[src/rtl/tpf_pkg.sv]
package tpf_pkg;

   localparam int unsigned WORD_W   = 32;
   localparam int unsigned BYTE_W   = 8;

   // register map: select, data port, then a length/control pair per channel
   localparam int unsigned REG_SEL  = 0;
   localparam int unsigned REG_DATA = 1;

   function automatic int unsigned len_reg(input int unsigned ch);
      return 2 + 2 * ch;
   endfunction

   function automatic int unsigned ctl_reg(input int unsigned ch);
      return 3 + 2 * ch;
   endfunction

   typedef enum logic {
      ST_IDLE = 1'b0,
      ST_SEND = 1'b1
   } tx_state_e;

endpackage

[src/rtl/tpf_regdec.sv]
module tpf_regdec #(
   parameter int unsigned NCH    = 2,
   parameter int unsigned ADDR_W = 4,
   parameter int unsigned CH_W   = 1
) (
   input  logic              clk,
   input  logic              rst_n,
   input  logic              wr_en,
   input  logic [ADDR_W-1:0] wr_addr,
   input  logic [31:0]       wr_data,
   output logic [CH_W-1:0]   sel_q,
   output logic              data_we,
   output logic [NCH-1:0]    len_we,
   output logic [NCH-1:0]    ctl_we
);
   import tpf_pkg::*;

   logic sel_we;

   assign sel_we  = wr_en && (wr_addr == ADDR_W'(REG_SEL));
   assign data_we = wr_en && (wr_addr == ADDR_W'(REG_DATA));

   // out-of-range channel numbers leave the selection alone
   always_ff @(posedge clk or negedge rst_n) begin
      if (!rst_n) begin
         sel_q <= '0;
      end else if (sel_we && (wr_data < 32'(NCH))) begin
         sel_q <= wr_data[CH_W-1:0];
      end
   end

   for (genvar c = 0; c < NCH; c++) begin : g_dec
      assign len_we[c] = wr_en && (wr_addr == ADDR_W'(len_reg(c)));
      assign ctl_we[c] = wr_en && (wr_addr == ADDR_W'(ctl_reg(c)));
   end

endmodule

[src/rtl/tpf_chan_buf.sv]
module tpf_chan_buf #(
   parameter int unsigned DEPTH_WORDS = 16
) (
   input  logic                                 clk,
   input  logic                                 rst_n,
   input  logic                                 sel_hit,
   input  logic                                 data_we,
   input  logic                                 len_we,
   input  logic                                 ctl_we,
   input  logic [31:0]                          wr_data,
   input  logic                                 done,
   input  logic [$clog2(DEPTH_WORDS)-1:0]       rd_idx,
   output logic                                 busy,
   output logic [$clog2(4*DEPTH_WORDS+1)-1:0]   len_q,
   output logic [31:0]                          rd_word
);
   localparam int unsigned CAP    = 4 * DEPTH_WORDS;
   localparam int unsigned LEN_W  = $clog2(CAP + 1);
   localparam int unsigned WIDX_W = $clog2(DEPTH_WORDS);
   localparam int unsigned PTR_W  = $clog2(DEPTH_WORDS + 1);

   logic [31:0]      mem [DEPTH_WORDS];
   logic [PTR_W-1:0] wptr_q;
   logic             busy_q;
   logic             fill_ok;
   logic             start_ok;
   logic [LEN_W-1:0] len_sat;

   assign fill_ok  = sel_hit && data_we && !busy_q && (wptr_q < PTR_W'(DEPTH_WORDS));
   assign start_ok = ctl_we && wr_data[0] && !busy_q;

   always_comb begin
      if (wr_data > 32'(CAP)) len_sat = LEN_W'(CAP);
      else                    len_sat = wr_data[LEN_W-1:0];
   end

   always_ff @(posedge clk or negedge rst_n) begin
      if (!rst_n) begin
         busy_q <= 1'b0;
         wptr_q <= '0;
         len_q  <= '0;
      end else begin
         if (done) begin
            busy_q <= 1'b0;
            wptr_q <= '0;
         end else begin
            if (start_ok) busy_q <= 1'b1;
            if (fill_ok)  wptr_q <= wptr_q + 1'b1;
         end
         if (len_we && !busy_q) len_q <= len_sat;
      end
   end

   always_ff @(posedge clk) begin
      if (fill_ok) mem[wptr_q[WIDX_W-1:0]] <= wr_data;
   end

   assign rd_word = mem[rd_idx];
   assign busy    = busy_q;

endmodule

[src/rtl/tpf_sender.sv]
module tpf_sender #(
   parameter int unsigned NCH         = 2,
   parameter int unsigned DEPTH_WORDS = 16,
   parameter int unsigned CH_W        = 1
) (
   input  logic                                     clk,
   input  logic                                     rst_n,
   input  logic [NCH-1:0]                           busy,
   input  logic [NCH*$clog2(4*DEPTH_WORDS+1)-1:0]   len_flat,
   input  logic [NCH*32-1:0]                        word_flat,
   input  logic                                     tx_ready,
   output logic [$clog2(DEPTH_WORDS)-1:0]           rd_idx,
   output logic [NCH-1:0]                           done,
   output logic                                     tx_valid,
   output logic [7:0]                               tx_data,
   output logic                                     tx_sof,
   output logic                                     tx_eof
);
   import tpf_pkg::*;

   localparam int unsigned CAP    = 4 * DEPTH_WORDS;
   localparam int unsigned LEN_W  = $clog2(CAP + 1);
   localparam int unsigned WIDX_W = $clog2(DEPTH_WORDS);

   tx_state_e        state_q;
   logic [CH_W-1:0]  cur_ch_q;
   logic [LEN_W-1:0] byte_q;

   logic             pick_found;
   logic [CH_W-1:0]  pick_ch;
   logic [LEN_W-1:0] pick_len;
   logic [LEN_W-1:0] cur_len;
   logic [31:0]      cur_word;
   logic             last_byte;
   logic             xfer;

   // lowest busy channel wins: scan downward so the last hit is the lowest
   always_comb begin
      pick_found = 1'b0;
      pick_ch    = '0;
      for (int i = NCH - 1; i >= 0; i--) begin
         if (busy[i]) begin
            pick_found = 1'b1;
            pick_ch    = CH_W'(i);
         end
      end
   end

   assign pick_len  = len_flat[pick_ch * LEN_W +: LEN_W];
   assign cur_len   = len_flat[cur_ch_q * LEN_W +: LEN_W];
   assign cur_word  = word_flat[cur_ch_q * 32 +: 32];
   assign rd_idx    = byte_q[WIDX_W+1:2];
   assign last_byte = (byte_q == cur_len - LEN_W'(1));

   assign tx_valid  = (state_q == ST_SEND);
   assign tx_data   = cur_word[{byte_q[1:0], 3'b000} +: 8];
   assign tx_sof    = tx_valid && (byte_q == '0);
   assign tx_eof    = tx_valid && last_byte;
   assign xfer      = tx_valid && tx_ready;

   always_comb begin
      done = '0;
      if ((state_q == ST_IDLE) && pick_found && (pick_len == '0)) done[pick_ch] = 1'b1;
      if (xfer && last_byte) done[cur_ch_q] = 1'b1;
   end

   always_ff @(posedge clk or negedge rst_n) begin
      if (!rst_n) begin
         state_q  <= ST_IDLE;
         cur_ch_q <= '0;
         byte_q   <= '0;
      end else begin
         case (state_q)
            ST_IDLE: begin
               if (pick_found && (pick_len != '0)) begin
                  cur_ch_q <= pick_ch;
                  byte_q   <= '0;
                  state_q  <= ST_SEND;
               end
            end
            ST_SEND: begin
               if (xfer) begin
                  if (last_byte) state_q <= ST_IDLE;
                  else           byte_q  <= byte_q + 1'b1;
               end
            end
            default: state_q <= ST_IDLE;
         endcase
      end
   end

endmodule

[src/rtl/tx_pio_fifo.sv]
module tx_pio_fifo #(
   parameter int unsigned NCH         = 2,
   parameter int unsigned DEPTH_WORDS = 16,
   parameter int unsigned ADDR_W      = 4
) (
   input  logic              clk,
   input  logic              rst_n,
   input  logic              wr_en,
   input  logic [ADDR_W-1:0] wr_addr,
   input  logic [31:0]       wr_data,
   output logic [NCH-1:0]    chan_busy,
   output logic              tx_valid,
   input  logic              tx_ready,
   output logic [7:0]        tx_data,
   output logic              tx_sof,
   output logic              tx_eof
);
   localparam int unsigned CAP    = 4 * DEPTH_WORDS;
   localparam int unsigned LEN_W  = $clog2(CAP + 1);
   localparam int unsigned WIDX_W = $clog2(DEPTH_WORDS);
   localparam int unsigned CH_W   = (NCH > 1) ? $clog2(NCH) : 1;

   if (NCH < 1 || NCH > 8) begin : g_bad_nch
      $error("tx_pio_fifo: NCH must be 1..8");
   end
   if (DEPTH_WORDS < 2) begin : g_bad_depth
      $error("tx_pio_fifo: DEPTH_WORDS must be at least 2");
   end
   if ((3 + 2 * NCH) > (1 << ADDR_W)) begin : g_bad_addr
      $error("tx_pio_fifo: ADDR_W too small for the register map");
   end

   logic [CH_W-1:0]        sel_q;
   logic                   data_we;
   logic [NCH-1:0]         len_we;
   logic [NCH-1:0]         ctl_we;
   logic [NCH-1:0]         done;
   logic [WIDX_W-1:0]      rd_idx;
   logic [NCH*LEN_W-1:0]   len_flat;
   logic [NCH*32-1:0]      word_flat;

   tpf_regdec #(.NCH(NCH), .ADDR_W(ADDR_W), .CH_W(CH_W)) u_regdec (
      .clk     (clk),
      .rst_n   (rst_n),
      .wr_en   (wr_en),
      .wr_addr (wr_addr),
      .wr_data (wr_data),
      .sel_q   (sel_q),
      .data_we (data_we),
      .len_we  (len_we),
      .ctl_we  (ctl_we)
   );

   for (genvar c = 0; c < NCH; c++) begin : g_chan
      tpf_chan_buf #(.DEPTH_WORDS(DEPTH_WORDS)) u_buf (
         .clk     (clk),
         .rst_n   (rst_n),
         .sel_hit (sel_q == CH_W'(c)),
         .data_we (data_we),
         .len_we  (len_we[c]),
         .ctl_we  (ctl_we[c]),
         .wr_data (wr_data),
         .done    (done[c]),
         .rd_idx  (rd_idx),
         .busy    (chan_busy[c]),
         .len_q   (len_flat[c*LEN_W +: LEN_W]),
         .rd_word (word_flat[c*32 +: 32])
      );
   end

   tpf_sender #(.NCH(NCH), .DEPTH_WORDS(DEPTH_WORDS), .CH_W(CH_W)) u_sender (
      .clk       (clk),
      .rst_n     (rst_n),
      .busy      (chan_busy),
      .len_flat  (len_flat),
      .word_flat (word_flat),
      .tx_ready  (tx_ready),
      .rd_idx    (rd_idx),
      .done      (done),
      .tx_valid  (tx_valid),
      .tx_data   (tx_data),
      .tx_sof    (tx_sof),
      .tx_eof    (tx_eof)
   );

endmodule

[config.mk]
export PLATFORM = sky130hd
export DESIGN_NAME = tx_pio_fifo
export DESIGN_NICKNAME = d
export VERILOG_FILES = /design/src/rtl/tpf_pkg.sv /design/src/rtl/tpf_regdec.sv /design/src/rtl/tpf_chan_buf.sv /design/src/rtl/tpf_sender.sv /design/src/rtl/tx_pio_fifo.sv
export SDC_FILE = /design/constraint.sdc
export NUM_CORES = 1
export LEC_CHECK = 0
export BUFFER_PORTS_ARGS = -buffer_cell sky130_fd_sc_hd__clkbuf_2
export CORE_MARGIN = 5
export CORE_UTILIZATION = 43
export DETAILED_ROUTE_END_ITERATION = 8
export GPL_ROUTABILITY_DRIVEN = 0
export PLACE_DENSITY_LB_ADDON = 0.08
export SYNTH_ARGS = -nofsm -noshare
export SYNTH_HDL_FRONTEND = slang
export SYNTH_SLANG_ARGS = --single-unit
[constraint.sdc]
create_clock -name clk -period 11.8 [get_ports clk]
set_input_delay 1.18 -clock clk [delete_from_list [all_inputs] [get_ports clk]]
set_output_delay 1.18 -clock clk [all_outputs]
set_load 0.005 [all_outputs]
==> run_results.csv <==
group,metric,value,unit
worst_setup_path,critical_path_buf_inv_count,3,
grt,top_usage_layer,"met2",
yosys,yosysWarnings,0,
grt,grt_use_met3,4.15,%
grt,grt_max_degree,129,
yosys,synth_cell_types,44,
yosys,synth_edf_count,1024,
clocking,postCtsSetupRepairBufs,0,
clocking,cts_tree,"yes",
yosys,synth-main-ff-cell,"edfxtp_1",
yosys,syn_nets,1777,
sta,worstMarginPinSlew,1.34,ns
min_path,hold_start,"g_chan[1].u_buf.wptr_q[4]$_DFFE_PN0P_",
grt,met1_usage,29.2,%
grt,track_usage,21.2,%
floorplan,start_util,43.3,%
floorplan,die_width,319,µm
power,switching_share,26.6,%
route,wl_per_cell,33.7,µm
worst_setup_path,critical_path_class,"reg -> out",
worst_setup_path,crit_chain,"buf_4, buf_4, mux4_2, mux4_2, mux4_2, mux2_2, clkbuf_2",
flow_run,cap_viol_max_count,0,
worst_setup_path,crit_top_cell,"mux4_2",
cells_and_area,instances_no_fill,3212,
worst_setup_path,r2r_slack,8.27,ns
clocking,insertion_delay,0.68,ns
clocking,cts_resized,0,
grt,grt_pass1_vias,19600,
worst_setup_path,r2r-start,"g_chan[0].u_buf.busy$_DFFE_PN0P_",
status,status,"finished clean",
yosys,synth_seq_cells,1060,
power,p_seq_share,42.2,%
yosys,synth.most_common_cell,"edfxtp_1",
clocking,cts_root_buf,"clkbuf_16",
cells_and_area,drive_above_1_share,33.2,%
yosys,synth_seq_area_share,77.0,%
route,drt-pass1-iter-count,7,
route,routed_via_density,5.89,
grt,grt_first_pass_wirelength,152000,µm
yosys,async_flop_share,3.40,%
grt,antenna_found_initial,7,
yosys,avgSynthCellArea,23.8,µm²
yosys,synth.top_cell.area_share,74.8,%
sta,finalCritPeriodShare,54.5,%
cells_and_area,syn2layout_area_growth,13.5,%
yosys,synth_area_leaders,"edfxtp_1 (75%), mux4_2 (18%), dfrtp_1 (2.2%)",
power,vdd.ir_drop.worst,155,µV
worst_setup_path,slowest_delay,0.81,ns
yosys,syn_area,41100,µm²
grt,met2_usage,35.5,%
clocking,cts_hold_buf,0,
worst_setup_path,path_max_fanout,39,
grt,gr-total-overflow,0,
yosys,synthTopCellsByCount,"edfxtp_1 (1,024), mux4_2 (336), clkbuf_1 (39), nand2_1 (39), dfrtp_1 (36)",
power,clkPwrFrac,34.2,%
worst_setup_path,cp.required,10.62,ns
yosys,synth_cells,1726,
sta,finClkSkew,0.0190,ns
sta,finalHoldViolations,0,
clocking,cts_sinks,1060,
power,leakagePower,0.0146,µW
clocking,cts_max_level,3,
sta,tns,0,ns
floorplan,core_area,95000,µm²
clocking,clk_path_buf_depth,3,
min_path,whs_endpoint,"g_chan[1].u_buf.wptr_q[4]$_DFFE_PN0P_",
power,p_comb_share,23.6,%
floorplan,dieArea,102000,µm²
min_path,hold_path_class,"reg -> reg",
sta,fmax,156,MHz
cells_and_area,num-fill-cells,7657,
power,power.density,216,nW/µm²
min_path,hold_depth,2,
worst_setup_path,critPathArrivalTime,5.25,ns
floorplan,rows,113,
route,vias,18900,
worst_setup_path,startpoint_type,"register",
power,intPower,7410,µW
worst_setup_path,crit_slowest_cell,"dfrtp_4",
route,postRouteAntennaNets,0,
sta,slew_headroom,9.56,%
placement,portBuffers,52,
route,drcViolationCount,0,
worst_setup_path,worst-r2r-cell-count,4,
yosys,yosysTopAreaCell,"edfxtp_1",
worst_setup_path,rr_endpoint,"g_chan[0].u_buf.mem[3][30]$_DFFE_PP_",
clocking,numCtsBuffers,111,
floorplan,die_y,319,µm
route,drtIter0Drc,1892,
placement,dpl.hpwl,55000,µm
power,p_switching,2680,µW
sta,setup_viol,0,
worst_setup_path,cp-end-kind,"output port",
route,totalWireLength,108000,µm
sta,period_needed,6.43,ns
cells_and_area,final_nets,1903,
clocking,clk_pin_slew,0.06,ns
floorplan,pin_count,53,
worst_setup_path,critPathTopFamily,"multiplexers",
placement,dp_cells,3004,
sta,slew_viol_final,0,
sta,rsz0062_at_grt,"no",
==> metal layers <==
layer / vias to the layer above / wire [µm]
met5: - / 23
met4: 4 / 2570
met3: 147 / 6470
met2: 568 / 54400
met1: 10500 / 44800
li1: 7675 / -
==> state kept, by name, indices dropped and copies added, names as in the netlist <==
signal and cells:
g_chan.u_buf.busy 2, g_chan.u_buf.len_q 14, g_chan.u_buf.mem 1024, g_chan.u_buf.wptr_q 10
u_regdec.sel_q 1, u_sender.byte_q 7, u_sender.cur_ch_q 1, u_sender.tx_valid 1
==> worst max path at each step <==
stage / slack [ns] / endpoint / from / depth (start not counted)
after floorplan: 6.50 / g_chan[1].u_buf.mem[3][0]$_DFFE_PP_ / wr_en / 5
after global placement: 5.89 / tx_data[3] / u_sender.byte_q[2]$_DFFE_PN0P_ / 7
after detailed placement: 5.89 / tx_data[3] / u_sender.byte_q[2]$_DFFE_PN0P_ / 7
after CTS: 5.13 / tx_data[3] / u_sender.byte_q[2]$_DFFE_PN0P_ / 7
after global routing: 4.95 / tx_data[3] / u_sender.byte_q[2]$_DFFE_PN0P_ / 7
final: 5.37 / tx_data[7] / u_sender.byte_q[2]$_DFFE_PN0P_ / 7
==> power by group through the flow <==
| stage | Sequential [µW] | Clock, µW | Combinational (µW) |
|---|---|---|---|
| 2_1_floorplan | 4250 | 0 | 1780 |
| 3_3_place_gp | 4350 | 0 | 2430 |
| 3_5_place_dp | 4350 | 0 | 2430 |
| 4_1_cts | 4270 | 3530 | 2440 |
| 5_1_grt | 4270 | 3690 | 2540 |
| 6_report | 4270 | 3450 | 2380 |
==> cell type report <==
class	instances	area, µm²	area share [%]
diodes	2	5.00	0.0107
clock buffers	127	2900	6.21
clock inverters	79	696	1.49
inverters	10	42.5	0.0911
multi-input cells	570	9170	19.6
flip-flops and latches	1060	31700	67.8
well taps	1265	1580	3.39
repair buffers	99	626	1.34
==> cell usage in the layout (no fill, tap or decap), types with 15 or more instances in the layout <==
master and count:
nor2_1 21, edfxtp_1 1024, and2_2 16, mux4_2 336, nand2_1 39, clkbuf_2 52
clkinv_1 31, nor3_1 15, dfrtp_1 33, clkbuf_16 114, buf_4 46, clkinv_2 26
==> metrics by stage <==
step / instance area [µm²] / setup slack [ns] / utilization (%) / hold slack [ns] / power, µW
5_1_grt: 46700 / 4.95 / 49.1 / 0.554 / 10500
4_1_cts: 46700 / 5.13 / 49.1 / 0.524 / 10200
3_3_place_gp: 43100 / 5.89 / 45.3 / 0.485 / 6770
3_5_place_dp: 43100 / 5.89 / 45.3 / 0.509 / 6780
6_report: 46700 / 5.37 / 49.1 / 0.511 / 10100
2_1_floorplan: 41100 / 6.50 / - / 0.467 / 6040
==> tightest hold or removal path, cell delays in order (launching register included) <==
cell and delay [ns]:
dfrtp_1 0.35, nor2_1 0.05, nor2_1 0.07
==> kinds of logic after synthesis <==
kind of cell	share of synthesized area, %
and+or+nand+nor	1.84
xor gates and xnor gates	0.341
buffers and inverters	1.05
muxes	19.0
adders and majority gates	0.335
DFF	77.0
AOI/OAI and AO/OA	0.511
No activity file was read; power rests on OpenSTA's default activity.
